**src/rtl/fpsr_pkg.sv**
```systemverilog
package fpsr_pkg;
  localparam int unsigned RM_W    = 2;
  localparam int unsigned EXC_W   = 5;
  localparam int unsigned CAUSE_W = EXC_W + 1;
  localparam int unsigned CSR_W   = 32;
  localparam int unsigned USED_W  = RM_W + 2 * EXC_W + CAUSE_W + 1;
  localparam int unsigned RSVD_W  = CSR_W - USED_W;
  localparam logic [CSR_W-1:0] WR_MASK = CSR_W'((64'd1 << USED_W) - 64'd1);
  localparam logic [RM_W-1:0]  RM_TRUNC = 2'b01;
  localparam int unsigned VEC_W   = 12;
  localparam logic [VEC_W-1:0] FP_TRAP_VEC = 12'h120;

  typedef struct packed {
    logic [RSVD_W-1:0]  rsvd;
    logic               dn;
    logic [CAUSE_W-1:0] cause;
    logic [EXC_W-1:0]   en;
    logic [EXC_W-1:0]   flag;
    logic [RM_W-1:0]    rm;
  } fpsr_t;
endpackage

```
**src/rtl/fpsr_exc_eval.sv**
```systemverilog
module fpsr_exc_eval
  import fpsr_pkg::*;
(
  input  fpsr_t            cur_i,
  input  logic [EXC_W-1:0] exc_i,
  output fpsr_t            nxt_o,
  output logic             trap_req_o
);
  logic [CAUSE_W-1:0] exc_ext;
  logic [CAUSE_W-1:0] cause_nxt;

  assign exc_ext = {1'b0, exc_i};

  always_comb begin
    nxt_o      = cur_i;
    nxt_o.flag = exc_i;
    cause_nxt  = cur_i.cause;
    if (|exc_i) cause_nxt = cur_i.cause | exc_ext;
    nxt_o.cause = cause_nxt;
  end

  // trap only when this operation raised something
  assign trap_req_o = (|exc_i) && (|(cause_nxt[EXC_W-1:0] & cur_i.en));
endmodule

```
**src/rtl/fpsr_round_dec.sv**
```systemverilog
module fpsr_round_dec
  import fpsr_pkg::*;
(
  input  logic [RM_W-1:0] rm_i,
  input  logic            dn_i,
  output logic            round_zero_o,
  output logic            flush_zero_o
);
  assign round_zero_o = (rm_i == RM_TRUNC);
  assign flush_zero_o = dn_i;
endmodule

```
**src/rtl/fpsr_reg.sv**
```systemverilog
module fpsr_reg
  import fpsr_pkg::*;
#(
  parameter logic [CSR_W-1:0] RESET_VAL = '0
) (
  input  logic             clk_i,
  input  logic             rst_ni,
  input  logic             wr_en_i,
  input  logic [CSR_W-1:0] wr_data_i,
  input  logic             upd_i,
  input  logic             cmp_load_i,
  input  logic             cmp_true_i,
  input  logic [EXC_W-1:0] exc_i,
  input  fpsr_t            nxt_i,
  output fpsr_t            csr_o,
  output logic             t_o
);
  fpsr_t csr_q;
  logic  t_q;

  always_ff @(posedge clk_i or negedge rst_ni) begin
    if (!rst_ni) begin
      csr_q <= fpsr_t'(RESET_VAL & WR_MASK);
      t_q   <= 1'b0;
    end else if (wr_en_i) begin
      csr_q <= fpsr_t'(wr_data_i & WR_MASK);
    end else begin
      if (upd_i)      csr_q <= nxt_i;
      if (cmp_load_i) t_q   <= cmp_true_i;
    end
  end

  assign csr_o = csr_q;
  assign t_o   = t_q;

  p_rsvd_zero_r1: assert property (@(posedge clk_i) disable iff (!rst_ni)
    csr_q.rsvd == '0);

  p_flag_load_r4: assert property (@(posedge clk_i) disable iff (!rst_ni)
    (upd_i && !wr_en_i) |=> csr_q.flag == $past(exc_i));

  p_cause_sticky_r5: assert property (@(posedge clk_i) disable iff (!rst_ni)
    (upd_i && !wr_en_i) |=> (csr_q.cause & $past(csr_q.cause)) == $past(csr_q.cause));

  p_cmp_hold_r6: assert property (@(posedge clk_i) disable iff (!rst_ni)
    (cmp_load_i && !wr_en_i) |=> csr_q == $past(csr_q));
endmodule

```
**src/rtl/fpsr_trap.sv**
```systemverilog
module fpsr_trap
  import fpsr_pkg::*;
(
  input  logic             clk_i,
  input  logic             rst_ni,
  input  logic             fire_i,
  output logic             trap_o,
  output logic [VEC_W-1:0] vec_o
);
  logic trap_q;

  always_ff @(posedge clk_i or negedge rst_ni) begin
    if (!rst_ni) trap_q <= 1'b0;
    else         trap_q <= fire_i;
  end

  assign trap_o = trap_q;
  assign vec_o  = trap_q ? FP_TRAP_VEC : '0;

  p_trap_src_r7: assert property (@(posedge clk_i) disable iff (!rst_ni)
    trap_q |-> $past(fire_i));
endmodule

```
**src/rtl/fpu_status_ctrl.sv**
```systemverilog
module fpu_status_ctrl
  import fpsr_pkg::*;
#(
  parameter logic [CSR_W-1:0] RESET_VAL = '0
) (
  input  logic             clk_i,
  input  logic             rst_ni,
  input  logic             wr_en_i,
  input  logic [CSR_W-1:0] wr_data_i,
  input  logic             op_done_i,
  input  logic             cmp_i,
  input  logic             unord_i,
  input  logic             cmp_true_i,
  input  logic [EXC_W-1:0] exc_i,
  output logic [CSR_W-1:0] csr_o,
  output logic             t_bit_o,
  output logic             round_zero_o,
  output logic             flush_zero_o,
  output logic             trap_o,
  output logic [VEC_W-1:0] trap_vec_o
);
  fpsr_t csr;
  fpsr_t nxt;
  logic  trap_req;
  logic  done_ok;
  logic  upd;
  logic  cmp_load;

  // a same-cycle write discards the completion
  assign done_ok  = op_done_i && !wr_en_i;
  assign cmp_load = done_ok && cmp_i && !unord_i;
  assign upd      = done_ok && !(cmp_i && !unord_i);

  fpsr_exc_eval u_eval (
    .cur_i      (csr),
    .exc_i      (exc_i),
    .nxt_o      (nxt),
    .trap_req_o (trap_req)
  );

  fpsr_reg #(.RESET_VAL(RESET_VAL)) u_reg (
    .clk_i      (clk_i),
    .rst_ni     (rst_ni),
    .wr_en_i    (wr_en_i),
    .wr_data_i  (wr_data_i),
    .upd_i      (upd),
    .cmp_load_i (cmp_load),
    .cmp_true_i (cmp_true_i),
    .exc_i      (exc_i),
    .nxt_i      (nxt),
    .csr_o      (csr),
    .t_o        (t_bit_o)
  );

  fpsr_trap u_trap (
    .clk_i  (clk_i),
    .rst_ni (rst_ni),
    .fire_i (upd && trap_req),
    .trap_o (trap_o),
    .vec_o  (trap_vec_o)
  );

  fpsr_round_dec u_dec (
    .rm_i         (csr.rm),
    .dn_i         (csr.dn),
    .round_zero_o (round_zero_o),
    .flush_zero_o (flush_zero_o)
  );

  assign csr_o = csr;
endmodule

```
**config.mk**
```make
export PLATFORM = sky130hd
export DESIGN_NAME = fpu_status_ctrl
export DESIGN_NICKNAME = d
export VERILOG_FILES = /design/src/rtl/fpsr_pkg.sv /design/src/rtl/fpsr_exc_eval.sv /design/src/rtl/fpsr_round_dec.sv /design/src/rtl/fpsr_reg.sv /design/src/rtl/fpsr_trap.sv /design/src/rtl/fpu_status_ctrl.sv
export SDC_FILE = /design/constraint.sdc
export NUM_CORES = 1
export LEC_CHECK = 0
export BUFFER_PORTS_ARGS = -buffer_cell sky130_fd_sc_hd__buf_2
export CELL_PAD_IN_SITES_DETAIL_PLACEMENT = 0
export CELL_PAD_IN_SITES_GLOBAL_PLACEMENT = 2
export CORE_MARGIN = 2
export CORE_UTILIZATION = 29
export DETAILED_ROUTE_END_ITERATION = 16
export GPL_TIMING_DRIVEN = 1
export PLACE_DENSITY = 0.88
export SYNTH_ARGS = -nofsm -noshare
export SYNTH_HDL_FRONTEND = slang
export SYNTH_HIERARCHICAL = 1
export SYNTH_SLANG_ARGS = --single-unit
```
**constraint.sdc**
```tcl
create_clock -name clk_i -period 3.8 [get_ports clk_i]
set_clock_uncertainty 0.1 [all_clocks]
set_input_delay 0.38 -clock clk_i [delete_from_list [all_inputs] [get_ports clk_i]]
set_output_delay 0.38 -clock clk_i [all_outputs]
set_load 0.1 [all_outputs]
```
==> flow_summary.toml, run 1 <==
[run_status]
status = "finished with violations"
failed_checks = "design-rule violations"

[synthesis]
synth_top_area_frac = 0.438
synth_edf_count = 0
yosys-top-cells-count = "buf_4 (40), dfrtp_1 (34), mux2i_1 (32)"
synth_top_area_cell = "dfrtp_1"
syn_area_um2 = 1940
yosysWarnings = 6
netlist_top_cells_area = "dfrtp_1 (44%), mux2i_1 (16%), buf_4 (15%)"
ys_ff_latch = 34
seq_area_frac_synth = 0.438
synth.distinct_cells = 28
avgSynthCellArea_um2 = 10.5
async_reset_ff_frac = 1.00
synthFlopType = "dfrtp_1"
yosysMostFrequentCell = "buf_4"
synthCells = 185

[sta]
tightestPinTransition_ns = 0.937
setup_tns_ns = 0
timing.final.hold_violations = 0
fin_crit_ns = 1.83
setup_viol = 0
final_max_slew_viol_count = 0
min_period_over_period = 0.481
max-slew-margin-rel = 0.375
rsz0062_at_grt = "false"
fmax_mhz = 547
timing.final.ws_setup_ns = 1.97

[floorplanning]
io_pins = 92
start_util = 0.303
die_h_um = 85.9
core.rowCount = 29
die_width_um = 85.9
core_um2 = 6420
die_area_um2 = 7380

[routing]
drt_iter0_markers = 35
routedWlPerCell_um = 12.7
drt-vias-per-instance = 4.23
antenna_left = 0
via_count = 1265
remaining_drc_errors = 6
totalWireLength_um = 3780
first_pass_iters = 11

[clock_network]
cts_tree = "yes"
clk_pin_slew_worst_paths_ns = 0.07
cts_hold_buf = 0
cts_setup_buffers = 0
post_cts_resize_count = 0
cts_num_sinks = 34
cts_max_level = 2
clock_path_buffers = 2
clkLatencyLatePin_ns = 0.28
cts_buffers = 5
cts_root_buf = "clkbuf_8"

[finish]
area_delta_synth_final_pct = 9.59
layout.nets = 265
diodes = 0
layout-drive-gt1-share = 0.396
final_cells = 299

[placed_design]
gp_congestion = 0.697
place_ws_ns = 1.63
port_buffers = 68
placed_cells = 291
hpwl_um = 2600

[power]
p_comb_frac = 0.358
internal_power_uw = 600
power_leakage_nw = 1.07
p_sw_frac = 0.436
finalPower_mw = 1.06
clkPwrFrac = 0.261
power.density_nw_per_um2 = 499
ir_drop_mv = 0.199
seqPwrFrac = 0.381
power.switching_uw = 463

[worst_setup_path]
worst-setup-path-type = "in -> reg"
critical_path.top_delay_family = "buffers and inverters"
cp.required_ns = 3.84
cp_cell_sequence = "buf_2, nor3b_2, buf_4, mux2i_1, o21ai_2"
end_kind = "flop"
regToRegSetupSlack_ns = 2.11
path_buf_inv = 2
arrival_ns = 1.87
max_stage_delay_ns = 0.42
crit_path_start_kind = "input pin"
path_max_fanout = 55
cpMaxStageDelayCell = "buf_4"

[grt]
grt_usage = 0.105
grt_pass1_vias = 1257
grt_max_degree = 56
grt_antenna_before_repair = 0
grt-ovfl-total = 0
grt_pass1_wl_um = 6100

[flow_run]
cap_violations = 0

[hold_path]
hp-class = "in -> async"
## final timing paths
check	startpoint	end	cells after the start
max reg2reg	u_reg/csr_o[15]$_DFFE_PN0P_	u_trap/trap_o$_DFF_PN0_	4
min	rst_ni	u_reg/csr_o[26]$_DFFE_PN0P_	1
max in group asynchronous	rst_ni	u_reg/csr_o[3]$_DFFE_PN0P_	1
min in group clk_i	wr_data_i[17]	u_reg/csr_o[17]$_DFFE_PN0P_	3
min reg2reg	u_reg/t_o$_DFFE_PN0P_	u_reg/t_o$_DFFE_PN0P_	1
max	wr_en_i	u_reg/csr_o[17]$_DFFE_PN0P_	5
## state kept, by name, indices dropped and copies added (netlist names)
register       cells
u_trap/trap_o      1
u_reg/csr_o       32
u_reg/t_o          1
## layout make-up
| class | count | area (um2) |
|---|---|---|
| multi-input combinational | 110 | 737 |
| clock inverter | 1 | 5.00 |
| clock buffer | 7 | 86.3 |
| fill | 689 | 4290 |
| tap | 77 | 96.3 |
| timing repair buffer | 70 | 355 |
| sequential | 34 | 851 |
## per-stage QoR
step | instance area, um2 | utilization | hold slack [ns]
detailed placement | 2040 | 0.318 | 0.392
CTS | 2130 | 0.332 | 0.113
global placement | 2040 | 0.318 | 0.387
floorplan | 1980 | - | -0.0156
finish | 2130 | 0.332 | 0.0791
global route | 2130 | 0.332 | 0.143
## power by group through the flow
stage          Combinational, mW  Sequential (mW)  Clock, mW
2_1_floorplan              0.174            0.587          0
3_3_place_gp               0.383            0.411          0
3_5_place_dp               0.384            0.412          0
4_1_cts                    0.384            0.405      0.289
5_1_grt                    0.397            0.408      0.303
6_report                   0.381            0.404      0.278
## kinds of logic after synthesis
group | share of synthesized area
buf+inv | 0.203
simple gates | 0.118
flops | 0.438
mux | 0.171
compound gates | 0.0689
other cells | 0.00193
## metal layers
layer | part of all wire | global-route usage
met4 | 0.0040 | 0.0260
met2 | 0.45 | 0.166
met1 | 0.47 | 0.138
met3 | 0.082 | 0.0375
met5 | 0 | 0
## cell usage in the layout (no fill, tap or decap), types with 2 or more instances in the layout
master and count:
buf_2 68, dfrtp_1 34, mux2i_1 32, nand2_1 19, o21ai_1 17, nor2_1 13, conb_1 10, clkbuf_8 6
or2_2 3, nor2b_4 2, buf_4 2
## worst register-to-register path, stage by stage, from the launching register on
cell      delay [ns]
dfrtp_1         0.40
or2_4           0.26
a221o_1         0.36
o22a_1          0.23
nor4bb_2        0.18
No activity file was read; power rests on OpenSTA's default activity.
==> run 2: changes to the inputs <==
Settings changed: ABC_AREA from default to 1, CORE_UTILIZATION 29 to 25, PLACE_DENSITY 0.88 to 0.83.
Clock period 3.8 ns to 1.9 ns, I/O delays scaled along.
==> run 2 against run 1 <==
Against the previous run:
- core utilization down 3.2 points
- die area up 14%
- synthesized cell count rose by 29%
- critical path depth decreased by 3
- global-route usage is 0.52 points higher
- power rose by 100%
- cell count rose by 26%
- combinational power is 100% higher
- largest cell class unchanged
- area after synthesis decreased by 1.5%
- setup slack lost 1.6 ns
- the flow now finishes without violations
==> flow_summary.toml, run 2 <==
[sta]
setup_tns_ns = 0
min_period_over_period = 0.802
tightestPinTransition_ns = 0.798
fmax_mhz = 657
final_max_slew_viol_count = 0
rsz0062_at_grt = "false"
fin_crit_ns = 1.52
timing.final.hold_violations = 0
max-slew-margin-rel = 0.468
setup_viol = 0

[synthesis]
ys_ff_latch = 34
yosysWarnings = 6
netlist_top_cells_area = "dfrtp_1 (44%), buf_4 (17%), nand2_1 (14%)"
synth_edf_count = 0
synthCells = 238
synthFlopType = "dfrtp_1"
syn_area_um2 = 1910
seq_area_frac_synth = 0.444
synth.distinct_cells = 19
synth_top_area_cell = "dfrtp_1"
synth_top_area_frac = 0.444
yosys-top-cells-count = "nand2_1 (71), nand3_1 (52), buf_4 (44)"
avgSynthCellArea_um2 = 8.04
yosysMostFrequentCell = "nand2_1"
async_reset_ff_frac = 1.00

[worst_setup_path]
cp_cell_sequence = "nor2_4, buf_2"
cp.required_ns = 1.61
cpMaxStageDelayCell = "dfrtp_1"
crit_path_start_kind = "flop"
arrival_ns = 1.23
regToRegSetupSlack_ns = 0.70
max_stage_delay_ns = 0.43
worst-setup-path-type = "reg -> out"
path_max_fanout = 4
end_kind = "primary output"

[clock_network]
clkLatencyLatePin_ns = 0.28
cts_root_buf = "clkbuf_8"
post_cts_resize_count = 0
clk_pin_slew_worst_paths_ns = 0.07
cts_buffers = 5
cts_tree = "yes"
cts_num_sinks = 34
clock_path_buffers = 2
cts_max_level = 2

[finish]
final_common_cell = "nand2_1"
largest_reg_flops = 32
layout-drive-gt1-share = 0.331
diodes = 0
layout.nets = 321
mostFrequentLayoutCells = "nand2_1 (71), buf_2 (68), nand3_1 (52)"
area_delta_synth_final_pct = 15.0
fin_area_um2 = 2200

[grt]
grt_pass1_vias = 1444
grt_usage = 0.111
grt_pass1_wl_um = 7290
grt_max_degree = 35
grt_antenna_before_repair = 0
grt-ovfl-total = 0

[floorplanning]
core.rowCount = 31
core_um2 = 7330
io_pins = 92
die_h_um = 91.5
die_area_um2 = 8370
start_util = 0.261
die_width_um = 91.5

[routing]
drt-vias-per-instance = 4.14
routedWlPerCell_um = 11.9
first_pass_iters = 4
via_count = 1559
remaining_drc_errors = 0
drt_iter0_markers = 60
antenna_left = 0
totalWireLength_um = 4480

[power]
power_leakage_nw = 1.23
power.density_nw_per_um2 = 972
p_sw_frac = 0.445
p_comb_frac = 0.363
seqPwrFrac = 0.380
ir_drop_mv = 0.312
power.switching_uw = 953
internal_power_mw = 1.19
clkPwrFrac = 0.257

[run_status]
status = "finished, final reports clean"

[placed_design]
gp_congestion = 0.701
place_area_um2 = 2100
hpwl_um = 3130
port_buffers = 68

[hold_path]
hp-class = "in -> reg"

[flow_run]
cap_violations = 0
==> run 2: cell count changes in the layout (fill, tap and decap cells not counted), sizes merged, moves of 3 or more <==
cell | before | now
buf | 70 | 74
inv | 0 | 7
mux2i | 32 | 0
nand2 | 19 | 73
nand3 | 0 | 53
nor2 | 13 | 8
nor2b | 3 | 0
o21ai | 19 | 3
==> run 2: through the flow <==
step	power [mW]	util	worst slack (ns)	hold WS [ns]	instances
detailed placement	1.61	0.286	0.485	0.231	368
floorplan	1.51	-	0.192	-0.206	247
CTS	2.19	0.300	0.350	0.00810	377
global placement	1.61	0.286	0.498	0.231	368
finish	2.14	0.300	0.377	0.0209	377
global route	2.24	0.300	0.309	0.0194	377
==> run 2: layout make-up <==
cell class                 instances  area (um2)
clock buffer                       7        86.3
sequential                        34         852
multi-input combinational        154         699
clock inverter                     1        5.00
inverter                           7        26.3
timing repair buffer              75         408
tap                               99         124
fill                             812        5130
==> run 2: critical path, delay by kind of cell, from the launching register on <==
kind / cells / cell delay (ns)
and+or+nand+nor: 1 / 0.11
buffers and inverters: 1 / 0.42
DFF: 1 / 0.43
==> run 2: kinds of logic after synthesis <==
group | count (synthesis) | share of synthesized area
buf+inv | 59 | 0.210
compound gates | 3 | 0.00784
flops | 34 | 0.444
other cells | 1 | 0.00196
simple gates | 141 | 0.335
==> run 2: power by group through the flow <==
stage               logic [mW]  clock network (mW)  registers (mW)
floorplan                0.330                   0            1.18
global placement         0.779                   0           0.827
detailed placement       0.782                   0           0.828
CTS                      0.785               0.587           0.814
global route             0.816               0.606           0.820
finish                   0.776               0.551           0.813
==> run 2: routing by layer <==
metal	share of wire	track usage	vias to the layer above	wire (um)
li1	-	-	785	-
met1	0.46	0.146	704	2060
met2	0.44	0.165	68	1970
met3	0.093	0.0407	2	414
met4	0.0067	0.0404	0	30
met5	0	0	-	0
==> run 2: worst paths after layout <==
check,end,start,cells after the start
setup / recovery,round_zero_o,u_reg/csr_o[1]$_DFFE_PN0P_,2
hold / removal,u_reg/csr_o[4]$_DFFE_PN0P_,wr_data_i[4],3
setup reg to reg,u_trap/trap_o$_DFF_PN0_,u_reg/csr_o[15]$_DFFE_PN0P_,6
hold reg to reg,u_reg/t_o$_DFFE_PN0P_,u_reg/t_o$_DFFE_PN0P_,2
max in group asynchronous,u_reg/csr_o[0]$_DFFE_PN0P_,rst_ni,2
min in group asynchronous,u_reg/csr_o[2]$_DFFE_PN0P_,rst_ni,2
==> run 2: what timing repair did <==
action                                 4_1_cts  5_1_grt
endpoints found under the hold margin       34        0
setup buffers                                0        0
setup endpoints to repair                    0        0
hold buffers                                 1        0
==> run 3: changes to the inputs <==
Settings changed: ABC_AREA 1 to 0, PLACE_DENSITY 0.83 to 0.81.
Clock period 1.9 ns to 1.31 ns, I/O delays scaled along.
==> run 3 against run 2 <==
Against the previous run:
- register-to-register slack got worse by 1.0 ns
- clock-buffer cell count unchanged
- core utilization increased by 12 points
- via count fell by 12%
- die area is 1.5% higher
- largest power group is now combinational logic
- the flow now finishes with violations (negative setup slack)
- combinational power is 98% higher
- non-clock buffer count rose by 37
- critical endpoint is now u_trap/trap_o$_DFF_PN0_
==> flow_summary.toml, run 3 (synthesized netlist as in run 1, its figures left out) <==
[finish]
layout-drive-gt1-share = 0.538
area_delta_synth_final_pct = 65.1
fill_cells = 744
diodes = 0
layout.nets = 307
mostFrequentLayoutCells = "buf_12 (41), mux2i_1 (32), buf_2 (30)"
fin_area_um2 = 3210
final_util = 0.420
largest_reg_flops = 32
final_common_cell = "buf_12"

[power]
power.density_nw_per_um2 = 1100
clkPwrFrac = 0.225
power_leakage_nw = 1.39
p_comb_frac = 0.434
p_sw_frac = 0.399
power.switching_mw = 1.41
finalPower_mw = 3.54
internal_power_mw = 2.13
ir_drop_mv = 0.505
seqPwrFrac = 0.341

[placed_design]
port_buffers = 68
gp_congestion = 0.764
place_area_um2 = 2890
hpwl_um = 3240

[flow_run]
cap_violations = 0

[floorplanning]
core.rowCount = 32
die_area_um2 = 8500
start_util = 0.254
die_width_um = 92.2
core_um2 = 7650
die_h_um = 92.2
io_pins = 92

[sta]
fin_crit_ns = 1.62
timing.final.hold_violations = 0
final_max_slew_viol_count = 0
rsz0062_at_grt = "true"
min_period_over_period = 1.23
timing.final.ws_setup_ns = -0.307
setup_tns_ns = -0.314
setup_viol = 2
fmax_mhz = 618

[clock_network]
cts_root_buf = "clkbuf_8"
clkLatencyLatePin_ns = 0.28
cts_max_level = 2
clk_pin_slew_worst_paths_ns = 0.07
cts_num_sinks = 34
cts_buffers = 5
clock_path_buffers = 2
cts_tree = "yes"

[run_status]
failed_checks = "negative setup slack"
status = "finished with violations"

[routing]
via_count = 1376
drt-vias-per-instance = 3.76
totalWireLength_um = 4340
routedWlPerCell_um = 11.9
remaining_drc_errors = 0
drt_iter0_markers = 34
first_pass_iters = 4
antenna_left = 0

[worst_setup_path]
r2r-end = "u_trap/trap_o$_DFF_PN0_"
end_kind = "flop"
r2r_start = "u_reg/csr_o[15]$_DFFE_PN0P_"
worst-setup-path-type = "reg -> reg"
arrival_ns = 1.67
crit_path_start_kind = "flop"
cp-endpoint = "u_trap/trap_o$_DFF_PN0_"
ff2ff_path_depth = 4
cp.required_ns = 1.37
path_max_fanout = 2
cp-startpoint = "u_reg/csr_o[15]$_DFFE_PN0P_"
regToRegSetupSlack_ns = -0.31

[grt]
grt_antenna_before_repair = 0
grt_max_degree = 37
grt-ovfl-total = 0
grt_pass1_wl_um = 6830
grt_pass1_vias = 1359
grt_usage = 0.107

[hold_path]
hp-class = "in -> reg"
run 3: cell types whose count changed in the layout (fill, tap and decap cells not counted), moves of 11 or more:
cell and change:
dlygate4sd3_1 +20, buf_4 +11, nand2_1 -52, mux2i_1 +32, nand3_1 -52, buf_2 -38
o21ai_1 +17, dfrtp_2 +27, dfrtp_1 -32, buf_12 +40
run 3: repair_timing:
action	4_1_cts	5_1_grt
hold buffers	21	0
gates resized for setup	2	3
buffers inserted	1	1
setup endpoints to repair	5	7
hold endpoints to repair	54	0
gates cloned	0	0
run 3: layout make-up:
class / count / area [um2] / share of cell area
Sequential cell: 34 / 905 / 0.282
Tap cell: 102 / 128 / 0.0398
Multi-Input combinational cell: 110 / 744 / 0.232
Timing Repair Buffer: 112 / 1340 / 0.418
Clock buffer: 7 / 86.3 / 0.0269
Clock inverter: 1 / 5.00 / 0.00156
run 3: critical path, cell delays in order, from the launching register on:
cell and delay, ns:
dfrtp_4 0.47, or2_4 0.23, a221o_1 0.32, o22a_1 0.20, nor4bb_2 0.17
run 3: through the flow:
stage	std cells	worst slack, ns	hold WS (ns)
4_1_cts	366	-0.304	0.0497
2_1_floorplan	194	-0.425	-0.265
3_5_place_dp	336	-0.288	0.00689
5_1_grt	366	-0.355	0.0461
3_3_place_gp	336	-0.262	0.00889
6_report	366	-0.307	0.0629
run 3: how the worst min path moves through the flow:
stage	startpoint	end	slack [ns]	cells after the start
6_report	op_done_i	u_trap/trap_o$_DFF_PN0_	0.06	2
5_1_grt	op_done_i	u_trap/trap_o$_DFF_PN0_	0.05	2
4_1_cts	op_done_i	u_trap/trap_o$_DFF_PN0_	0.05	2
3_5_place_dp	rst_ni	u_reg/t_o$_DFFE_PN0P_	0.007	2
3_3_place_gp	rst_ni	u_reg/csr_o[0]$_DFFE_PN0P_	0.009	2
2_1_floorplan	rst_ni	u_reg/csr_o[10]$_DFFE_PN0P_	-0.26	0
run 3: power by group through the flow:
stage          clock network, mW  logic [mW]  registers, mW
2_1_floorplan                  0       0.505           1.73
3_3_place_gp                   0        1.48           1.22
3_5_place_dp                   0        1.48           1.23
4_1_cts                    0.831        1.55           1.21
5_1_grt                    0.880        1.60           1.21
6_report                   0.797        1.54           1.20
run 3: metal layers:
| layer | part of all wire | GRT usage | vias up |
|---|---|---|---|
| met3 | 0.060 | 0.0353 | 4 |
| met1 | 0.42 | 0.128 | 601 |
| met4 | 0.011 | 0.0410 | 0 |
| met2 | 0.51 | 0.178 | 49 |
| li1 | - | - | 722 |
| met5 | 0 | 0 | - |
